===== config.mk =====
export PLATFORM = sky130hd
export DESIGN_NAME = dfetch_seq
export DESIGN_NICKNAME = d
export VERILOG_FILES = /design/src/rtl/dfetch_pkg.sv /design/src/rtl/dfetch_ctrl.sv /design/src/rtl/dfetch_addr.sv /design/src/rtl/dfetch_unpack.sv /design/src/rtl/dfetch_seq.sv
export SDC_FILE = /design/constraint.sdc
export NUM_CORES = 1
export LEC_CHECK = 0
export BUFFER_PORTS_ARGS = -buffer_cell sky130_fd_sc_hd__clkbuf_2
export CORE_AREA = 2 2 116 118
export DETAILED_ROUTE_END_ITERATION = 10
export DIE_AREA = 0 0 118 120
export PLACE_DENSITY = 0.77
export SLEW_MARGIN = 20
export SYNTH_ARGS = -nofsm -noshare
export SYNTH_HDL_FRONTEND = slang
export SYNTH_SLANG_ARGS = --single-unit

===== constraint.sdc =====
create_clock -name clk -period 2.3 [get_ports clk]
set_input_delay 0.115 -clock clk [delete_from_list [all_inputs] [get_ports clk]]
set_output_delay 0.115 -clock clk [all_outputs]
set_load 0.01 [all_outputs]

===== src/rtl/dfetch_pkg.sv =====
package dfetch_pkg;
   localparam int A_W      = 24;
   localparam int WORD_W   = 32;
   localparam int ENTRY_W  = 16;
   localparam int MODE_W   = 8;
   localparam int CNT_W    = 16;
   localparam int N_WORDS  = 3;
   localparam int DESC_BYTES = N_WORDS * (WORD_W / 8);

   typedef enum logic [2:0] {
      ST_IDLE, ST_VEC, ST_CHK, ST_W0, ST_W1, ST_W2, ST_DONE, ST_ERR
   } dfetch_state_e;

   typedef enum logic [1:0] {
      FLT_NONE  = 2'd0,
      FLT_ALIGN = 2'd1,
      FLT_RANGE = 2'd2
   } dfetch_fault_e;

   typedef struct packed {
      logic [MODE_W-1:0] mra;
      logic [A_W-1:0]    sar;
      logic [MODE_W-1:0] mrb;
      logic [A_W-1:0]    dar;
      logic [CNT_W-1:0]  cra;
      logic [CNT_W-1:0]  crb;
   } dfetch_desc_t;
endpackage


===== src/rtl/dfetch_ctrl.sv =====
module dfetch_ctrl
   import dfetch_pkg::*;
#(
   parameter bit CHAIN_EN = 1'b1
) (
   input  logic          clk,
   input  logic          rst_n,
   input  logic          act_i,
   input  logic          chain_i,
   input  logic          rdy_i,
   input  logic          bad_align_i,
   input  logic          bad_range_i,
   output dfetch_state_e state_o,
   output logic          accept_o,
   output logic          ld_start_o,
   output logic          step_o,
   output logic [N_WORDS-1:0] ld_word_o,
   output logic          fault_o
);
   dfetch_state_e st_q, st_d;
   logic chain_ok;

   generate
      if (CHAIN_EN) begin : g_chain
         assign chain_ok = chain_i;
      end else begin : g_nochain
         assign chain_ok = 1'b0;
      end
   endgenerate

   assign accept_o   = (st_q == ST_IDLE) && act_i;
   assign ld_start_o = (st_q == ST_VEC) && rdy_i;
   assign step_o     = (st_q == ST_DONE) && chain_ok;
   assign fault_o    = (st_q == ST_CHK) && (bad_align_i || bad_range_i);
   assign ld_word_o[0] = (st_q == ST_W0) && rdy_i;
   assign ld_word_o[1] = (st_q == ST_W1) && rdy_i;
   assign ld_word_o[2] = (st_q == ST_W2) && rdy_i;

   always_comb begin
      st_d = st_q;
      unique case (st_q)
         ST_IDLE: if (act_i) st_d = ST_VEC;
         ST_VEC:  if (rdy_i) st_d = ST_CHK;
         ST_CHK:  st_d = (bad_align_i || bad_range_i) ? ST_ERR : ST_W0;
         ST_W0:   if (rdy_i) st_d = ST_W1;
         ST_W1:   if (rdy_i) st_d = ST_W2;
         ST_W2:   if (rdy_i) st_d = ST_DONE;
         ST_DONE: st_d = chain_ok ? ST_CHK : ST_IDLE;
         ST_ERR:  st_d = ST_IDLE;
         default: st_d = ST_IDLE;
      endcase
   end

   always_ff @(posedge clk or negedge rst_n) begin
      if (!rst_n) st_q <= ST_IDLE;
      else        st_q <= st_d;
   end

   assign state_o = st_q;
endmodule


===== src/rtl/dfetch_addr.sv =====
module dfetch_addr
   import dfetch_pkg::*;
#(
   parameter int             VEC_NUM_W = 7,
   parameter logic [A_W-1:0] VEC_BASE  = 24'h000400,
   parameter logic [A_W-1:0] RAM_LO    = 24'hFFEBC0,
   parameter logic [A_W-1:0] RAM_HI    = 24'hFFEFBF,
   parameter bit             CHECK_RANGE = 1'b1
) (
   input  dfetch_state_e        state_i,
   input  logic [VEC_NUM_W-1:0] vec_i,
   input  logic [A_W-1:0]       start_i,
   output logic [A_W-1:0]       addr_o,
   output logic                 wide_o,
   output logic                 req_o,
   output logic                 bad_align_o,
   output logic                 bad_range_o
);
   localparam int WB = WORD_W / 8;
   logic [A_W-1:0] vec_addr;

   assign vec_addr = VEC_BASE + A_W'({vec_i, 1'b0});

   always_comb begin
      unique case (state_i)
         ST_W0:   addr_o = start_i;
         ST_W1:   addr_o = start_i + A_W'(WB);
         ST_W2:   addr_o = start_i + A_W'(2 * WB);
         default: addr_o = vec_addr;
      endcase
   end

   assign wide_o = (state_i == ST_W0) || (state_i == ST_W1) || (state_i == ST_W2);
   assign req_o  = wide_o || (state_i == ST_VEC);
   assign bad_align_o = |start_i[1:0];

   generate
      if (CHECK_RANGE) begin : g_range
         assign bad_range_o = (start_i < RAM_LO) || (start_i > RAM_HI);
      end else begin : g_norange
         assign bad_range_o = 1'b0;
      end
   endgenerate
endmodule


===== src/rtl/dfetch_unpack.sv =====
module dfetch_unpack
   import dfetch_pkg::*;
(
   input  logic [N_WORDS-1:0][WORD_W-1:0] words_i,
   output dfetch_desc_t                   desc_o
);
   assign desc_o.mra = words_i[0][WORD_W-1 -: MODE_W];
   assign desc_o.sar = words_i[0][A_W-1:0];
   assign desc_o.mrb = words_i[1][WORD_W-1 -: MODE_W];
   assign desc_o.dar = words_i[1][A_W-1:0];
   assign desc_o.cra = words_i[2][WORD_W-1 -: CNT_W];
   assign desc_o.crb = words_i[2][CNT_W-1:0];
endmodule


===== src/rtl/dfetch_seq.sv =====
module dfetch_seq
   import dfetch_pkg::*;
#(
   parameter int             VEC_NUM_W   = 7,
   parameter logic [A_W-1:0] VEC_BASE    = 24'h000400,
   parameter logic [A_W-1:0] RAM_LO      = 24'hFFEBC0,
   parameter logic [A_W-1:0] RAM_HI      = 24'hFFEFBF,
   parameter logic [7:0]     PAGE_HI     = 8'hFF,
   parameter bit             CHECK_RANGE = 1'b1,
   parameter bit             CHAIN_EN    = 1'b1
) (
   input  logic              clk,
   input  logic              rst_n,
   input  logic              act_i,
   input  logic [6:0]        act_vec_i,
   input  logic              chain_i,
   output logic              mem_req_o,
   output logic [23:0]       mem_addr_o,
   output logic              mem_wide_o,
   input  logic              mem_rdy_i,
   input  logic [31:0]       mem_rdata_i,
   output logic              busy_o,
   output logic              desc_vld_o,
   output logic [7:0]        desc_mra_o,
   output logic [23:0]       desc_sar_o,
   output logic [7:0]        desc_mrb_o,
   output logic [23:0]       desc_dar_o,
   output logic [15:0]       desc_cra_o,
   output logic [15:0]       desc_crb_o,
   output logic              err_o,
   output logic [1:0]        err_code_o
);
   generate
      if (VEC_NUM_W != 7) begin : g_bad_vec
         $error("dfetch_seq: port act_vec_i is 7 bits wide");
      end
      if (ENTRY_W + 8 != A_W) begin : g_bad_entry
         $error("dfetch_seq: entry plus page byte must fill the address");
      end
      if (RAM_LO[1:0] != 2'b00 || RAM_LO > RAM_HI) begin : g_bad_win
         $error("dfetch_seq: descriptor window malformed");
      end
   endgenerate

   dfetch_state_e        state;
   logic                 accept, ld_start, step, fault;
   logic [N_WORDS-1:0]   ld_word;
   logic                 bad_align, bad_range;
   logic [VEC_NUM_W-1:0] vec_q;
   logic [A_W-1:0]       start_q;
   logic [N_WORDS-1:0][WORD_W-1:0] words_q;
   dfetch_fault_e        code_q;
   dfetch_desc_t         desc;

   dfetch_ctrl #(.CHAIN_EN(CHAIN_EN)) ctrl_i (
      .clk(clk), .rst_n(rst_n), .act_i(act_i), .chain_i(chain_i),
      .rdy_i(mem_rdy_i), .bad_align_i(bad_align), .bad_range_i(bad_range),
      .state_o(state), .accept_o(accept), .ld_start_o(ld_start),
      .step_o(step), .ld_word_o(ld_word), .fault_o(fault)
   );

   dfetch_addr #(
      .VEC_NUM_W(VEC_NUM_W), .VEC_BASE(VEC_BASE), .RAM_LO(RAM_LO),
      .RAM_HI(RAM_HI), .CHECK_RANGE(CHECK_RANGE)
   ) addr_i (
      .state_i(state), .vec_i(vec_q), .start_i(start_q),
      .addr_o(mem_addr_o), .wide_o(mem_wide_o), .req_o(mem_req_o),
      .bad_align_o(bad_align), .bad_range_o(bad_range)
   );

   dfetch_unpack unpack_i (.words_i(words_q), .desc_o(desc));

   always_ff @(posedge clk or negedge rst_n) begin
      if (!rst_n) begin
         vec_q   <= '0;
         start_q <= '0;
         code_q  <= FLT_NONE;
      end else begin
         if (accept)   vec_q   <= act_vec_i;
         if (ld_start) start_q <= {PAGE_HI, mem_rdata_i[ENTRY_W-1:0]};
         else if (step) start_q <= start_q + A_W'(DESC_BYTES);
         if (fault)    code_q  <= bad_align ? FLT_ALIGN : FLT_RANGE;
      end
   end

   for (genvar k = 0; k < N_WORDS; k++) begin : g_word
      always_ff @(posedge clk or negedge rst_n) begin
         if (!rst_n)          words_q[k] <= '0;
         else if (ld_word[k]) words_q[k] <= mem_rdata_i;
      end
   end

   assign busy_o     = (state != ST_IDLE);
   assign desc_vld_o = (state == ST_DONE);
   assign err_o      = (state == ST_ERR);
   assign err_code_o = code_q;
   assign desc_mra_o = desc.mra;
   assign desc_sar_o = desc.sar;
   assign desc_mrb_o = desc.mrb;
   assign desc_dar_o = desc.dar;
   assign desc_cra_o = desc.cra;
   assign desc_crb_o = desc.crb;
endmodule


==> qor.txt, run 1 <==
FINISH
----------------------------------------------------------------------------------------
Area added between synthesis and finish                                           33.17%
Most common library cell in the layout ignoring fill and taps               sky130_fd_sc_hd__clkbuf_2
Layout cells sized above 1                                                        47.97%
ANT cells                                                                              0
Commonest cells after routing, fill and taps aside                          sky130_fd_sc_hd__clkbuf_2 (169), sky130_fd_sc_hd__dfrtp_1 (118), sky130_fd_sc_hd__mux2_2 (102)
Total Nets Final                                                                     824

CLOCK TREE
----------------------------------------------------------------------------------------
Htree depth                                                                            4
CTS tree                                                                            done
Clock sink count                                                                     132
Clock root buffer                                                           sky130_fd_sc_hd__clkbuf_16
CTS clock-pin slew for the worst setup and hold paths                              60 ps
Clock network latency to the later pin of the worst-skew pair                     430 ps
Number of buffers created by CTS                                                      17
Number of buffers between clock root and the deepest sink                              2

GLOBAL ROUTING
----------------------------------------------------------------------------------------
Largest net degree at the start of global routing                                     50
Gr usage total                                                                    26.41%
Number of global-route vias before repair                                           5718
Global-route wire length before repair                                          29550 um
Antenna violations before repair                                                       0
Total congestion overflow                                                              0

SETUP PATH
----------------------------------------------------------------------------------------
Register-to-register path setup slack                                             340 ps
Worst Reg-to-Reg Cells                                                                 7
Cells along the critical path                                               nand4_4 > or3_4 > o21a_1 > o21ai_0 > o31ai_1 > clkbuf_2
Delay of the slowest cell on the worst path                                       520 ps
Highest-delay cell along the critical path                                  sky130_fd_sc_hd__dfrtp_2
Endpoint required time on the critical path                                      2180 ps
Worst-path fanout max                                                                 11
WP data arrival                                                                  2130 ps
Kind of end point of the critical path                                       output port
Startpoint class of the critical path                                           register
Startpoint-to-endpoint class of the critical path                           register to output port

TIMING
----------------------------------------------------------------------------------------
Total count of max-transition violations in the final report                           0
Fin. Hold Viols                                                                        0
Post-route setup TNS                                                                0 ps
Final Cycle Share                                                                 97.40%
Tightest Pin Transition                                                         653.9 ps
Smallest setup slack after layout                                               59.90 ps
Endpoints failing setup                                                                0
Fmax                                                                           446.4 MHz
Relative slew slack                                                               56.40%
Post-route minimum period                                                        2240 ps
Setup Skew                                                                      7.345 ps

PWR
----------------------------------------------------------------------------------------
Power after layout                                                              12.69 mW
Leakage Power                                                                   3.933 nW
Pwr/cell area                                                               1471 mW/mm^2
Peak VDD IR                                                                    0.9917 mV

YOSYS
----------------------------------------------------------------------------------------
Post-Syn Instances                                                                   563
Asr flop ratio synth                                                              100.0%
Number of distinct library cells after synthesis                                      63
Post-synthesis cell area                                                    0.006481 mm^2
Top_reg_cell synth                                                          sky130_fd_sc_hd__dfrtp_1
EDFF count, synth                                                                      0
Warnings from Yosys                                                                    0
Register bit count reported by yosys                                                 132
Post-synthesis area per instance                                              11.51 um^2
Part of the Yosys area used for sequential elements                               50.97%
Mapped Nets                                                                          611

ROUTE
----------------------------------------------------------------------------------------
Violation count after the first detailed-route iteration                             496
Highest signal layer in the routed design                                           met4
First drt pass iteration count                                                         5
Post-detailed-route via-to-cell ratio                                              5.646
Average detailed-routed wire length per instance                                18.95 um
Number of nets with antenna violations after detailed routing                          0
Met2 wire length                                                                 9112 um
Post-route DRC                                                                         0
Met1 layer wirelength in the final routing                                       7263 um
Total number of vias                                                                5443
Routed length on met3                                                            1624 um
Detailed Route WL                                                               18270 um

FLOORPLAN
----------------------------------------------------------------------------------------
Total die area                                                              0.01416 mm^2
Die Span Y                                                                        120 um
Starting density of the core                                                      49.93%
Number of rows in the core area                                                       42
Core area                                                                   0.01298 mm^2
Number of top-level pins                                                             171
Horizontal extent of the die                                                      118 um

PLACED DESIGN
----------------------------------------------------------------------------------------
Number of I/O port buffers                                                           170
Placer congestion estimate                                                        0.9514
Total half-perimeter wirelength after legalization and detailed placement       12080 um
Worst setup slack after placement                                               281.9 ps

HOLD PATH
----------------------------------------------------------------------------------------
Classification of the worst-slack hold path                                 input pin to register
Cell count of the worst hold path                                                      3

STATUS
----------------------------------------------------------------------------------------
Result of the run                                                           complete, no violations

JOB
----------------------------------------------------------------------------------------
Max Cap Viol                                                                           0

-- sequential cells by signal, indices dropped and copies added (netlist names) --
signal and cells:
err_code_o 2, vec_q 7, ctrl_i.state_o 3, words_q 96, start_q 24
-- layout make-up --
cell class	instances	area, um^2
Fill cell	967	4349
Tap cell	176	220.2
Multi-Input combinational cell	381	2947
Sequential cell	132	3323
Clock buffer	21	470.5
Inverter	9	33.78
Timing Repair Buffer	235	1490
Clock inverter	10	146.4
-- layer usage --
layer  vias up  global-route usage, %
li1       2461                      -
met1      2670                  31.58
met2       286                  45.02
met3        26                  9.458
met4         0                  7.681
met5         -                      0
-- kinds of logic (layout without fill, tap and decap cells) --
group,after synthesis,count (layout),share of synthesized area (%)
DFF,132,132,50.97
adders and majority gates,4,4,0.7722
AOI/OAI and AO/OA,107,107,10.46
muxes,108,108,18.75
and+or+nand+nor,149,149,12.37
xor gates and xnor gates,13,13,1.757
buffers and inverters,50,275,4.923
-- report_power, final --
group          internal [mW]  leakage, nW  switching, mW
Clock                   1.79        0.300           1.03
Sequential              3.46         1.56           1.00
Combinational           2.56         2.08           2.85
-- synthesized netlist by cell type (all sizes together) (4+ instances only) --
| cell | n | share of area, % |
|---|---|---|
| dfrtp | 132 | 51 |
| mux2 | 104 | 18 |
| nand2 | 57 | 3.3 |
| o21ai | 43 | 3.4 |
| nor2 | 29 | 1.8 |
| buf | 26 | 2.8 |
| a21oi | 17 | 1.4 |
| clkbuf | 15 | 1.6 |
| nand3 | 15 | 1.2 |
| nand4 | 13 | 1.7 |
| a31oi | 12 | 1.2 |
| nor3 | 12 | 1.2 |
| inv | 9 | 0.52 |
| xor2 | 7 | 0.95 |
| a221o | 6 | 0.95 |
| xnor2 | 6 | 0.81 |
| and3 | 5 | 0.48 |
| o31ai | 5 | 0.58 |
| ha | 4 | 0.77 |
| mux2i | 4 | 0.62 |
| nor4 | 4 | 0.62 |
-- path summary, 6_finish.rpt --
| path | startpoint | endpoint |
|---|---|---|
| min in group asynchronous | rst_n | ctrl_i.state_o[0] |
| hold reg to reg | words_q[38] | words_q[38] |
| setup / recovery | start_q[6] | mem_addr_o[13] |
| hold / removal | mem_rdata_i[13] | start_q[13] |
| setup reg to reg | start_q[2] | start_q[22] |
| max in group asynchronous | rst_n | start_q[14] |
-- worst max-delay path: cells and delay by family, from the launching register on --
family,cells,cell delay [ps]
simple gates,2,580
flops,1,520
compound gates,3,450
buf+inv,1,140
-- what timing repair did --
| item | 4_1_cts | 5_1_grt |
|---|---|---|
| endpoints found under the setup margin | 19 | 20 |
| pin swaps | 0 | 1 |
| endpoints found under the hold margin | 141 | 0 |
| hold buffers | 38 | 0 |
| gates resized for setup | 10 | 26 |
| buffers inserted | 0 | 8 |
-- per-stage QoR --
step                instance area (um^2)  util, %  cells  hold slack, ps
floorplan                           6481        -    563          -180.6
global placement                    7476    57.60    887           158.1
detailed placement                  7476    57.60    887           173.9
CTS                                 8493    65.43    956          0.8314
global route                        8631    66.49    964           20.23
finish                              8631    66.49    964          0.6891
Power figures use the tool's default switching activity.
==> run 2, diff against run 1 <==
- CTS_BUF_LIST: unset -> sky130_fd_sc_hd__clkbuf_2 sky130_fd_sc_hd__clkbuf_4 sky130_fd_sc_hd__clkbuf_8
- SETUP_SLACK_MARGIN: unset -> 0.2
==> qor.txt, run 2 (same netlist as run 1, synthesis figures left out) <==
PLACED DESIGN
----------------------------------------------------------------------------------------
Number of I/O port buffers                                                           170
Placer congestion estimate                                                        0.9514
Total half-perimeter wirelength after legalization and detailed placement       12080 um
Worst setup slack after placement                                               281.9 ps

ROUTE
----------------------------------------------------------------------------------------
First drt pass iteration count                                                         5
Average detailed-routed wire length per instance                                19.07 um
Post-route DRC                                                                         0
Violation count after the first detailed-route iteration                             619
Total number of vias                                                                5748
Detailed Route WL                                                               19300 um
Post-detailed-route via-to-cell ratio                                              5.680
Number of nets with antenna violations after detailed routing                          0

CLOCK TREE
----------------------------------------------------------------------------------------
Htree depth                                                                            4
CTS clock-pin slew for the worst setup and hold paths                              80 ps
Number of buffers between clock root and the deepest sink                              2
Number of buffers created by CTS                                                      17
Clock root buffer                                                           sky130_fd_sc_hd__clkbuf_8
CTS tree                                                                            done
Clock network latency to the later pin of the worst-skew pair                     450 ps
Clock sink count                                                                     132

FINISH
----------------------------------------------------------------------------------------
Total Nets Final                                                                     872
ANT cells                                                                              0
Commonest cells after routing, fill and taps aside                          sky130_fd_sc_hd__clkbuf_2 (160), sky130_fd_sc_hd__dfrtp_1 (114), sky130_fd_sc_hd__mux2_2 (102)
Layout cells sized above 1                                                        53.83%
Area added between synthesis and finish                                           38.47%
Most common library cell in the layout ignoring fill and taps               sky130_fd_sc_hd__clkbuf_2
Leading registers by flop count                                             words_q (96), start_q (24), vec_q (7)
Flip-flop count of the largest register after layout                                  96
Register with the highest flop count                                             words_q

GLOBAL ROUTING
----------------------------------------------------------------------------------------
Gr usage total                                                                    26.63%
Largest net degree at the start of global routing                                     50
Global-route wire length before repair                                          30020 um
Antenna violations before repair                                                       0
Number of global-route vias before repair                                           5823
Total congestion overflow                                                              0

TIMING
----------------------------------------------------------------------------------------
Tightest Pin Transition                                                         660.9 ps
Endpoints failing setup                                                                0
Relative slew slack                                                               55.94%
Total count of max-transition violations in the final report                           0
Fin. Hold Viols                                                                        0
Setup repair after global routing missed its margin                                 true
Setup Skew                                                                      12.69 ps
Post-route minimum period                                                        2205 ps
Final Cycle Share                                                                 95.87%
Post-route setup TNS                                                                0 ps
Smallest setup slack after layout                                               95.09 ps
Fmax                                                                           453.5 MHz

FLOORPLAN
----------------------------------------------------------------------------------------
Number of rows in the core area                                                       42
Horizontal extent of the die                                                      118 um
Starting density of the core                                                      49.93%
Number of top-level pins                                                             171
Core area                                                                   0.01298 mm^2
Die Span Y                                                                        120 um
Total die area                                                              0.01416 mm^2

SETUP PATH
----------------------------------------------------------------------------------------
FF-to-FF End                                                                 start_q[22]
Startpoint-to-endpoint class of the critical path                           register to output port
Worst Reg-to-Reg Cells                                                                 7
Worst-path fanout max                                                                  7
Worst setup path start                                                        start_q[3]
Register-to-register path setup slack                                             230 ps
WP data arrival                                                                  2090 ps
Startpoint class of the critical path                                           register
Endpoint required time on the critical path                                      2180 ps
Critical register-to-register path startpoint                               ctrl_i.state_o[0]
Kind of end point of the critical path                                       output port
Capturing instance or port of the critical path                             mem_addr_o[15]

PWR
----------------------------------------------------------------------------------------
Leakage Power                                                                   4.126 nW
Peak VDD IR                                                                     1.017 mV
Pwr/cell area                                                               1423 mW/mm^2

HOLD PATH
----------------------------------------------------------------------------------------
Classification of the worst-slack hold path                                 input pin to register

STATUS
----------------------------------------------------------------------------------------
Result of the run                                                           complete, no violations

JOB
----------------------------------------------------------------------------------------
Max Cap Viol                                                                           0

## run 2: changes by cell type in the layout (fill, tap and decap cells not counted), sizes merged
| cell | previous run | this run |
|---|---|---|
| buf | 28 | 83 |
| clkbuf | 190 | 181 |
| dlygate4sd3 | 38 | 40 |
## run 2: worst min-delay path by stage
stage | start | endpoint | slack (ps) | cells after the start
floorplan | rst_n | ctrl_i.state_o[0] | -180 | 0
global route | mem_rdata_i[10] | words_q[74] | 20 | 2
CTS | mem_rdata_i[10] | words_q[42] | 10 | 2
finish | mem_rdata_i[10] | words_q[10] | 40 | 2
global placement | rst_n | ctrl_i.state_o[0] | 160 | 1
detailed placement | rst_n | ctrl_i.state_o[0] | 170 | 1
## run 2: final cells by class
| class | instances | area [um^2] |
|---|---|---|
| multi-input combinational | 381 | 3092 |
| clock buffer | 21 | 282.8 |
| inverter | 9 | 36.28 |
| clock inverter | 10 | 146.4 |
| sequential | 132 | 3326 |
| tap | 176 | 220.2 |
| fill | 906 | 4005 |
| timing repair buffer | 283 | 1872 |
## run 2: worst max-delay path, stage by stage, from the launching register on
cell and delay [ps]:
sky130_fd_sc_hd__dfrtp_2 440, sky130_fd_sc_hd__ha_2 260, sky130_fd_sc_hd__o21ai_4 100, sky130_fd_sc_hd__nor2_4 120
sky130_fd_sc_hd__buf_6 150, sky130_fd_sc_hd__a21oi_1 90, sky130_fd_sc_hd__o21ai_0 180, sky130_fd_sc_hd__o21ai_0 140
sky130_fd_sc_hd__clkbuf_2 150
## run 2: layer usage
| layer | share of wire, % | GRT usage (%) | up-vias |
|---|---|---|---|
| met5 | 0 | 0 | - |
| met4 | 2.6 | 9.262 | 0 |
| met3 | 8.8 | 9.458 | 58 |
| met2 | 50 | 44.73 | 330 |
| met1 | 39 | 31.84 | 2812 |
| li1 | - | - | 2548 |
## run 2: through the flow
| step | std cells | cell area (um^2) | utilization (%) | power [mW] | hold WS, ps |
|---|---|---|---|---|---|
| CTS | 987 | 8668 | 66.78 | 12.22 | 12.59 |
| global route | 1012 | 8975 | 69.14 | 13.47 | 23.36 |
| finish | 1012 | 8975 | 69.14 | 12.77 | 42.31 |
| detailed placement | 887 | 7476 | 57.60 | 9.542 | 173.9 |
| floorplan | 563 | 6481 | - | 7.495 | -180.6 |
| global placement | 887 | 7476 | 57.60 | 9.319 | 158.1 |
## run 2: repair_timing
item	in CTS	in global routing
cloned	1	0
pin swaps	9	21
gates resized for setup	51	45
endpoints found under the hold margin	161	0
hold buffers	40	0
setup buffers	28	25
endpoints found under the setup margin	25	22
## run 2: power by group
part	switching, mW	internal (mW)	leakage (nW)
Clock	0.940	1.18	0.216
Combinational	3.30	3.04	2.36
Sequential	0.862	3.45	1.55
Total	5.10	7.66	4.13
